File: config.mk
export PLATFORM = sky130hd
export DESIGN_NAME = edsr_flop
export DESIGN_NICKNAME = d
export VERILOG_FILES = /design/src/rtl/edsr_pkg.sv /design/src/rtl/edsr_sync.sv /design/src/rtl/edsr_edge_detect.sv /design/src/rtl/edsr_toggle_core.sv /design/src/rtl/edsr_flop.sv
export SDC_FILE = /design/constraint.sdc
export NUM_CORES = 1
export LEC_CHECK = 0
export BUFFER_PORTS_ARGS = -buffer_cell sky130_fd_sc_hd__buf_2
export CORE_AREA = 2 2 39 41
export CTS_BUF_LIST = sky130_fd_sc_hd__clkbuf_16
export CTS_CLUSTER_SIZE = 8
export DETAILED_ROUTE_END_ITERATION = 16
export DIE_AREA = 0 0 41 43
export SKIP_LAST_GASP = 1
export SLEW_MARGIN = 20
export SYNTH_ARGS = -nofsm -noshare
export SYNTH_HDL_FRONTEND = slang
export SYNTH_SLANG_ARGS = --single-unit
export TNS_END_PERCENT = 100
File: constraint.sdc
create_clock -name clk_i -period 1.1 [get_ports clk_i]
set_input_delay 0.11 -clock clk_i [delete_from_list [all_inputs] [get_ports clk_i]]
set_output_delay 0.11 -clock clk_i [all_outputs]
set_load 0.005 [all_outputs]
File: src/rtl/edsr_pkg.sv
package edsr_pkg;
  localparam int unsigned NUM_CH = 2;
  localparam int unsigned CH_SET = 0;
  localparam int unsigned CH_CLR = 1;

  typedef enum logic [1:0] {
    ACT_NONE  = 2'b00,
    ACT_SET   = 2'b01,
    ACT_CLEAR = 2'b10
  } act_e;
endpackage

File: src/rtl/edsr_sync.sv
module edsr_sync #(
  parameter int unsigned STAGES = 2
) (
  input  logic clk_i,
  input  logic rst_ni,
  input  logic d_i,
  output logic q_o
);
  localparam int unsigned N = (STAGES < 2) ? 2 : STAGES;

  logic [N-1:0] chain_q;

  always_ff @(posedge clk_i or negedge rst_ni) begin
    if (!rst_ni) chain_q <= '0;
    else         chain_q <= {chain_q[N-2:0], d_i};
  end

  assign q_o = chain_q[N-1];
endmodule

File: src/rtl/edsr_edge_detect.sv
module edsr_edge_detect (
  input  logic clk_i,
  input  logic rst_ni,
  input  logic lvl_i,
  output logic rise_o
);
  logic prev_q;

  always_ff @(posedge clk_i or negedge rst_ni) begin
    if (!rst_ni) prev_q <= 1'b0;
    else         prev_q <= lvl_i;
  end

  assign rise_o = lvl_i & ~prev_q;
endmodule

File: src/rtl/edsr_toggle_core.sv
module edsr_toggle_core
  import edsr_pkg::*;
(
  input  logic clk_i,
  input  logic rst_ni,
  input  logic set_rise_i,
  input  logic clr_rise_i,
  output logic tog_a_o,
  output logic tog_b_o,
  output logic q_o,
  output logic changed_o
);
  act_e act;
  logic tog_a_q, tog_b_q, changed_q;
  logic q_now;

  assign q_now = tog_a_q ^ tog_b_q;

  // only the edge that moves q is applied; covers coincident edges too
  always_comb begin
    act = ACT_NONE;
    if (set_rise_i && !q_now)     act = ACT_SET;
    else if (clr_rise_i && q_now) act = ACT_CLEAR;
  end

  always_ff @(posedge clk_i or negedge rst_ni) begin
    if (!rst_ni) begin
      tog_a_q   <= 1'b0;
      tog_b_q   <= 1'b0;
      changed_q <= 1'b0;
    end else begin
      if (act == ACT_SET)   tog_a_q <= ~tog_a_q;
      if (act == ACT_CLEAR) tog_b_q <= ~tog_b_q;
      changed_q <= (act != ACT_NONE);
    end
  end

  assign tog_a_o   = tog_a_q;
  assign tog_b_o   = tog_b_q;
  assign q_o       = q_now;
  assign changed_o = changed_q;
endmodule

File: src/rtl/edsr_flop.sv
module edsr_flop
  import edsr_pkg::*;
#(
  parameter int unsigned SYNC_STAGES = 2
) (
  input  logic clk_i,
  input  logic rst_ni,
  input  logic set_i,
  input  logic clr_i,
  output logic q_o,
  output logic q_changed_o
);
  logic [NUM_CH-1:0] raw_in;
  logic [NUM_CH-1:0] sync_lvl;
  logic [NUM_CH-1:0] rise;
  logic tog_a, tog_b;

  assign raw_in[CH_SET] = set_i;
  assign raw_in[CH_CLR] = clr_i;

  for (genvar g = 0; g < NUM_CH; g++) begin : g_ch
    edsr_sync #(.STAGES(SYNC_STAGES)) u_sync (
      .clk_i  (clk_i),
      .rst_ni (rst_ni),
      .d_i    (raw_in[g]),
      .q_o    (sync_lvl[g])
    );
    edsr_edge_detect u_edge (
      .clk_i  (clk_i),
      .rst_ni (rst_ni),
      .lvl_i  (sync_lvl[g]),
      .rise_o (rise[g])
    );
  end

  edsr_toggle_core u_core (
    .clk_i      (clk_i),
    .rst_ni     (rst_ni),
    .set_rise_i (rise[CH_SET]),
    .clr_rise_i (rise[CH_CLR]),
    .tog_a_o    (tog_a),
    .tog_b_o    (tog_b),
    .q_o        (q_o),
    .changed_o  (q_changed_o)
  );
endmodule

# Yosys cells after proc, flatten, opt, wreduce, memory -nomap -nowiden
# Index checks and enable logic that the tools add are counted.
# totals
regBits,9
# classes
eq_ne,2
n_mux,2
n_bitwise,7
n_reduce_logical,4
# op_table
operator,count
two-way mux 2 bit,2
inverter 1 bit,4
bitwise AND 1 bit,2
"equality test 2 x 1 -> 1 bit, second input constant",1
"equality test 2 bit, second input constant",1
logical AND 1 bit,2
nonzero test 2 bit,1
zero test 1 bit,1
bitwise XOR 1 bit,1

# Depth between registers and ports, before layout
# Gate-level depths: netlist (run 1).
# logic_depth
ltp_word,6
mapped_depth,2
ltp_nobuf,2

# Cells and area by module
# From an unflattened synthesis (run 1), not the netlist that was laid out.
# unflattened
cells_unflattened,16
area_unflattened_um2,300.3
# by_module_without_submodules
module,instances,cells_per_inst,area_each_um2,seq_area_each_um2
edsr_toggle_core,1,8,122.6,75.1
edsr_sync,2,2,50.0,50.0
edsr_edge_detect,2,2,38.8,25.0

# Least setup slack after synthesis (run 1)
# OpenSTA, ideal clock, no wires.
# synth_path
path_kind,register to register
startpoint,register g_ch[1].u_sync.chain_q[1]
endpoint,register u_core.tog_b_q (netlist: u_core.tog_b_o)
setup_ns,0.125
arrival_time_ns,0.754
path_slack_ns,0.221
stages_incl_launch_ff,3
path_buffers,0
synth_period_minus_slack_ns,0.879
cell_sequence,dfrtp_1 > nand2b_1 > mux2_2
# synth_between
elab_chain_len,5
# synth_rtl
element,line_no,text
from (decl),edsr_sync.sv:11,logic [N-1:0] chain_q;
from (signal assigned),edsr_sync.sv:15,"else chain_q <= {chain_q[N-2:0], d_i};"
bitwise AND 1 bit,edsr_edge_detect.sv:14,assign rise_o = lvl_i & ~prev_q;
logical AND 1 bit,edsr_toggle_core.sv:23,else if (clr_rise_i && q_now) act = ACT_CLEAR;
two-way mux 2 bit,edsr_toggle_core.sv:23,
two-way mux 2 bit,edsr_toggle_core.sv:22,if (set_rise_i && !q_now) act = ACT_SET;
equality test 2 bit,edsr_toggle_core.sv:33,if (act == ACT_CLEAR) tog_b_q <= ~tog_b_q;
to (signal assigned),edsr_toggle_core.sv:33,
to (decl),edsr_toggle_core.sv:14,"logic tog_a_q, tog_b_q, changed_q;"
# No other way between the ends.
# A chain may end at the register's enable or synchronous reset.

# Worst setup path in the final report (run 1)
# layout_path
startpoint,register u_core.tog_b_q (netlist: u_core.tog_b_o)
endpoint,output q_o
# layout_between
elab_chain_len,1
# layout_rtl
element,line_no,text
bitwise XOR 1 bit,edsr_toggle_core.sv:17,assign q_now = tog_a_q ^ tog_b_q;
to (decl),edsr_flop.sv:10,"output logic q_o,"
# No other way between the ends.

==> impl_metrics.csv, run 1 <==
group,metric,value,unit
finish,drive_gt1_share,41.9,%
outcome,status,"finished, final reports clean",
min_path,hold_class,"in2async",
pwr,p_clk_share,45.0,%
logic_synthesis,synth_async_sr_flop_share,100,%
logic_synthesis,synth_area,289,um^2
sta,min_period,1060,ps
floorplan,die_area,1760,um^2
logic_synthesis,syn_nets,20,
detailed_routing,first_pass_iters,1,
clocking,cts-resized-gates,0,
clocking,clkTransAtPathRegs,40,ps
placed_design,dp_hpwl,318,um
detailed_routing,vias,168,
placed_design,pre_cts_slack,166,ps
critical_path,crit_path_end_kind,"output pin",
logic_synthesis,synth_edf_count,0,
clocking,cts_sinks,9,
logic_synthesis,ys_seq_area_share,77.9,%
global_routing,antenna_found_initial,0,
detailed_routing,dr_wl_met2,245,um
global_routing,overflow,0,
clocking,cts_buffers,3,
sta,fin_tns_setup,0,ps
sta,holdWs,248,ps
sta,fmax,941,MHz
logic_synthesis,synth_top_area_cell,"dfrtp_1",
placed_design,dp.cells,37,
pwr,p_int,1070,uW
detailed_routing,top_layer_used,"met3",
global_routing,grt_start_max_net_pins,10,
floorplan,initial_core_util,20.9,%
finish,diodes,0,
floorplan,num_rows,14,
sta,finalMaxSlewViolations,0,
floorplan,die_width,41,um
sta,skew,2.56,ps
global_routing,grt_pass1_vias,169,
detailed_routing,drt-vias-per-instance,3.57,
detailed_routing,drt_iter0_drc,0,
sta,worstMarginPinSlew,191,ps
critical_path,worstPathRequired,990,ps
pwr,switching_share,21.2,%
logic_synthesis,yosysMostFrequentCell,"dfrtp_1",
logic_synthesis,yosys.cell_types.count,6,
detailed_routing,wl_met3,33,um
floorplan,die_h,43,um
detailed_routing,wl_met1,168,um
sta,setup_viol,0,
global_routing,grt_use_total,6.95,%
critical_path,cp_max_fo,3,
logic_synthesis,synth_seq_cells,9,
pwr,vdd_drop_max,0.00117,V
pwr,comb_power_share,21.8,%
detailed_routing,drc,0,
clocking,clock-root-buffer,"clkbuf_16",
logic_synthesis,synthTopCellsByCount,"dfrtp_1, mux2i_1, nand2b_1",
floorplan,coreArea,1380,um^2
logic_synthesis,synthCells,16,
placed_design,io_buffers,5,
critical_path,worst-setup-path-type,"reg2out",
critical_path,cp-start-kind,"register",
logic_synthesis,syn_area_per_cell,18.1,um^2
logic_synthesis,ys_dominant_reg_cell,"dfrtp_1",
pwr,power_density,2920,nW/um^2
placed_design,placed_cell_area,334,um^2
logic_synthesis,yosys_warnings,0,
detailed_routing,postRouteAntennaNets,0,
sta,fin_ws,37.2,ps
finish,synthToLayoutAreaGrowth,61.0,%
clocking,cts_tree,"done",
pwr,seqPwrFrac,33.2,%
finish,layout.cells.non_filler,47,
global_routing,grt_pass1_wl,710,um
clocking,clock_path_buffers,2,
sta,rsz0062_at_grt,"true",
flow_run,cap_viol_max_count,0,
finish,layout.nets,36,
finish,final_area,465,um^2
sta,hold_violations,0,
detailed_routing,drt_wl_total,447,um
sta,max_slew_margin,87.3,%
logic_synthesis,synth.area.top_cells,"dfrtp_1, mux2i_1, xor2_2, nand2b_1, mux2_2",
critical_path,r2r_slack,140,ps
critical_path,crit_arrival,950,ps
sta,period_share,96.6,%
pwr,p_sw,289,uW
placed_design,place_congestion,0.543,
floorplan,io-pin-count,6,
clocking,htree_levels,1,
pwr,p_leak,0.000230,uW
clocking,clk_latency,230,ps
logic_synthesis,synth_top_area_share,77.9,%
detailed_routing,wl_per_cell,9.51,um
## worst max-delay path, stage by stage (launching register included)
cell and delay (ps):
dfrtp_1 410, xor2_2 190, buf_2 130
## final timing paths
check                           cells past startpoint                                start                                   to
worst max-delay path                                2           u_core.tog_b_o$_DFFE_PN0N_                                  q_o
worst min-delay path                                2                               rst_ni  g_ch[1].u_sync.chain_q[1]$_DFF_PN0_
worst max register to register                      3           u_core.tog_b_o$_DFFE_PN0N_           u_core.changed_o$_DFF_PN0_
worst min register to register                      0  g_ch[0].u_sync.chain_q[0]$_DFF_PN0_  g_ch[0].u_sync.chain_q[1]$_DFF_PN0_
max in group asynchronous                           2                               rst_ni      g_ch[1].u_edge.prev_q$_DFF_PN0_
min in group clk_i                                  0  g_ch[0].u_sync.chain_q[0]$_DFF_PN0_  g_ch[0].u_sync.chain_q[1]$_DFF_PN0_
## area by class of cell
class	count	area [um^2]
Tap cell	16	20.0
Sequential cell	9	225
Clock inverter	1	3.75
Inverter	1	3.75
Timing Repair Buffer	11	77.6
Multi-Input combinational cell	6	60.1
Fill cell	143	918
Clock buffer	3	75.1
## metrics by stage
stage	util, %	power [uW]
final	33.6	1360
after global routing	33.6	1450
after CTS	32.5	1340
after detailed placement	24.1	649
after global placement	24.1	629
after floorplan	-	563
## routing by layer
metal | vias up | track usage (%)
met5 | - | 0
met4 | 0 | 4.00
met3 | 0 | 6.28
met2 | 6 | 10.0
met1 | 82 | 6.14
li1 | 80 | -
## timing repair
| item | 4_1_cts | 5_1_grt |
|---|---|---|
| hold buffers | 3 | 0 |
| pin swaps | 1 | 1 |
| buffers inserted | 1 | 2 |
| setup endpoints to repair | 1 | 1 |
| endpoints found under the hold margin | 11 | 0 |
## power by group through the flow
stage / registers, uW / clock network, uW / logic, uW
final: 451 / 613 / 297
after floorplan: 450 / 0 / 113
after global placement: 449 / 0 / 179
after detailed placement: 462 / 0 / 187
after CTS: 458 / 631 / 247
after global routing: 461 / 658 / 335
## cells by family after synthesis
logic type / synth area share [%]
flip-flops: 77.9
multiplexers: 10.8
AND/OR/NAND/NOR: 4.33
XOR/XNOR: 5.63
buffers and inverters: 1.30
## layout by cell type, fill, tap and decap left out
master,netlist,routed
inv_1,1,2
clkbuf_16,0,3
dlygate4sd3_1,0,3
nand2b_1,2,2
dfrtp_1,9,9
buf_2,0,5
mux2i_1,2,2
buf_4,0,3
xor2_2,1,1
mux2_2,1,1
## registers in the layout (all words and copies together) (netlist names)
name and cells:
g_ch.u_sync.chain_q 4, g_ch.u_edge.prev_q 2, u_core.changed_o 1, u_core.tog_a_o 1, u_core.tog_b_o 1
Note: power is estimated with default switching activity, not from simulation.
==> run 2: changes to the inputs <==
==> constraint.sdc (replaced) <==
create_clock -name clk_i -period 1.3 [get_ports clk_i]
set_input_delay 0.13 -clock clk_i [delete_from_list [all_inputs] [get_ports clk_i]]
set_output_delay 0.13 -clock clk_i [all_outputs]
set_load 0.005 [all_outputs]
==> run 2 against run 1 <==
Effect of this change:
- clock power fell by 15%
- largest power group unchanged
- critical path depth did not move
- cell count fell by 8.5%
- first-iteration DRC count did not move
- final area fell by 7.0%
==> impl_metrics.csv, run 2 (same netlist as run 1, synthesis figures left out) <==
group,metric,value,unit
detailed_routing,vias,158,
global_routing,antenna_found_initial,0,
finish,ff_latch_area,225,um^2
finish,reg.largest.list,"g_ch.u_sync.chain_q x4, g_ch.u_edge.prev_q x2",
finish,largest_register_ff_count,4,
flow_run,cap_viol_max_count,0,
clocking,cts_sinks,9,
global_routing,grt_start_max_net_pins,10,
clocking,clk_latency,230,ps
sta,setup_viol,0,
finish,drive_gt1_share,37.0,%
floorplan,num_rows,14,
floorplan,die_width,41,um
sta,worstMarginPinSlew,188,ps
floorplan,initial_core_util,20.9,%
sta,max_slew_margin,87.5,%
floorplan,die_area,1760,um^2
critical_path,r2r-start,"g_ch[1].u_sync.chain_q[1]$_DFF_PN0_",
critical_path,worstPathRequired,1170,ps
finish,multi_input_area,60.1,um^2
clocking,clock_path_buffers,2,
detailed_routing,first_pass_iters,1,
clocking,htree_levels,1,
sta,min_period,1110,ps
min_path,hold_class,"in2reg",
pwr,p_leak,0.000211,uW
detailed_routing,drt_wl_total,425,um
critical_path,cp-endpoint,"q_o",
critical_path,worstRegToRegCells,2,
critical_path,crit_arrival,980,ps
critical_path,r2r_slack,370,ps
sta,fmax,905,MHz
global_routing,grt_pass1_vias,158,
detailed_routing,wl_per_cell,9.88,um
critical_path,r2r_end,"u_core.tog_b_o$_DFFE_PN0N_",
critical_path,cp_max_fo,3,
floorplan,io-pin-count,6,
placed_design,placed_cell_area,334,um^2
pwr,vdd_drop_max,0.000999,V
global_routing,overflow,0,
finish,layout.nets,32,
placed_design,io_buffers,5,
pwr,power_density,2450,nW/um^2
finish,diodes,0,
sta,period_share,85.0,%
outcome,status,"finished, final reports clean",
clocking,clock-root-buffer,"clkbuf_16",
finish,max_flop_register,"g_ch.u_sync.chain_q",
global_routing,grt_pass1_wl,655,um
clocking,cts_tree,"done",
critical_path,worst-setup-path-type,"reg2out",
sta,finalMaxSlewViolations,0,
detailed_routing,postRouteAntennaNets,0,
clocking,cts_buffers,3,
critical_path,startpoint,"u_core.tog_b_o$_DFFE_PN0N_",
critical_path,crit_path_end_kind,"output pin",
detailed_routing,drt-vias-per-instance,3.67,
finish,layout_common_cells,"dfrtp_1, buf_2, clkbuf_16",
clocking,clkTransAtPathRegs,40,ps
sta,rsz0062_at_grt,"false",
placed_design,place_congestion,0.543,
detailed_routing,drc,0,
finish,synthToLayoutAreaGrowth,49.8,%
detailed_routing,drt_iter0_drc,0,
global_routing,grt_use_total,6.54,%
sta,hold_violations,0,
finish,fillers,148,
finish,final_common_cell,"dfrtp_1",
finish,final_area,433,um^2
placed_design,dp_hpwl,318,um
sta,fin_tns_setup,0,ps
sta,skew,2.83,ps
clocking,cts_setup_buffers,0,
floorplan,die_h,43,um
floorplan,coreArea,1380,um^2
critical_path,cp-start-kind,"register",
run 2: worst min-delay path by stage:
stage	startpoint	to	slack [ps]	cells past startpoint
after floorplan	rst_ni	g_ch[0].u_edge.prev_q$_DFF_PN0_	-170	0
after global placement	rst_ni	g_ch[1].u_sync.chain_q[0]$_DFF_PN0_	-30	1
after detailed placement	rst_ni	g_ch[0].u_sync.chain_q[0]$_DFF_PN0_	-20	1
after CTS	clr_i	g_ch[1].u_sync.chain_q[0]$_DFF_PN0_	3	1
after global routing	set_i	g_ch[0].u_sync.chain_q[0]$_DFF_PN0_	5	1
final	set_i	g_ch[0].u_sync.chain_q[0]$_DFF_PN0_	9	1
run 2: layer usage:
| layer | wire length [um] | vias up | track usage [%] |
|---|---|---|---|
| met4 | 0 | 0 | 4.00 |
| met5 | 0 | - | 0 |
| met2 | 238 | 6 | 9.38 |
| met3 | 32 | 0 | 6.28 |
| met1 | 153 | 80 | 5.46 |
| li1 | - | 72 | - |
run 2: where the power goes:
group | total, uW | internal (uW) | switching (uW)
Sequential | 385 | 336 | 48.5
Clock | 518 | 400 | 118
Combinational | 157 | 95.4 | 61.5
Total | 1060 | 832 | 228
run 2: area by class of cell:
class / instances / share of cell area (%)
Timing Repair Buffer: 7 / 10.4
Inverter: 1 / 0.867
Tap cell: 16 / 4.62
Clock inverter: 1 / 0.867
Multi-Input combinational cell: 6 / 13.9
Sequential cell: 9 / 52.0
Clock buffer: 3 / 17.3
run 2: timing repair:
item,CTS,global route
hold buffers,1,1
resized for setup,0,0
endpoints found under the setup margin,0,0
hold endpoints to repair,9,1
run 2: worst max-delay path, stage by stage (launching register included):
cell and delay, ps:
dfrtp_1 410, xor2_2 200, buf_2 140
run 2: through the flow:
step | hold slack (ps) | total power (uW) | cells | util, % | worst slack, ps
2_1_floorplan | -166 | 477 | 16 | - | 421
3_3_place_gp | -26.5 | 532 | 37 | 24.1 | 410
3_5_place_dp | -15.9 | 549 | 37 | 24.1 | 366
4_1_cts | 2.71 | 1080 | 42 | 30.6 | 173
5_1_grt | 5.37 | 1130 | 43 | 31.3 | 124
6_report | 8.93 | 1060 | 43 | 31.3 | 195
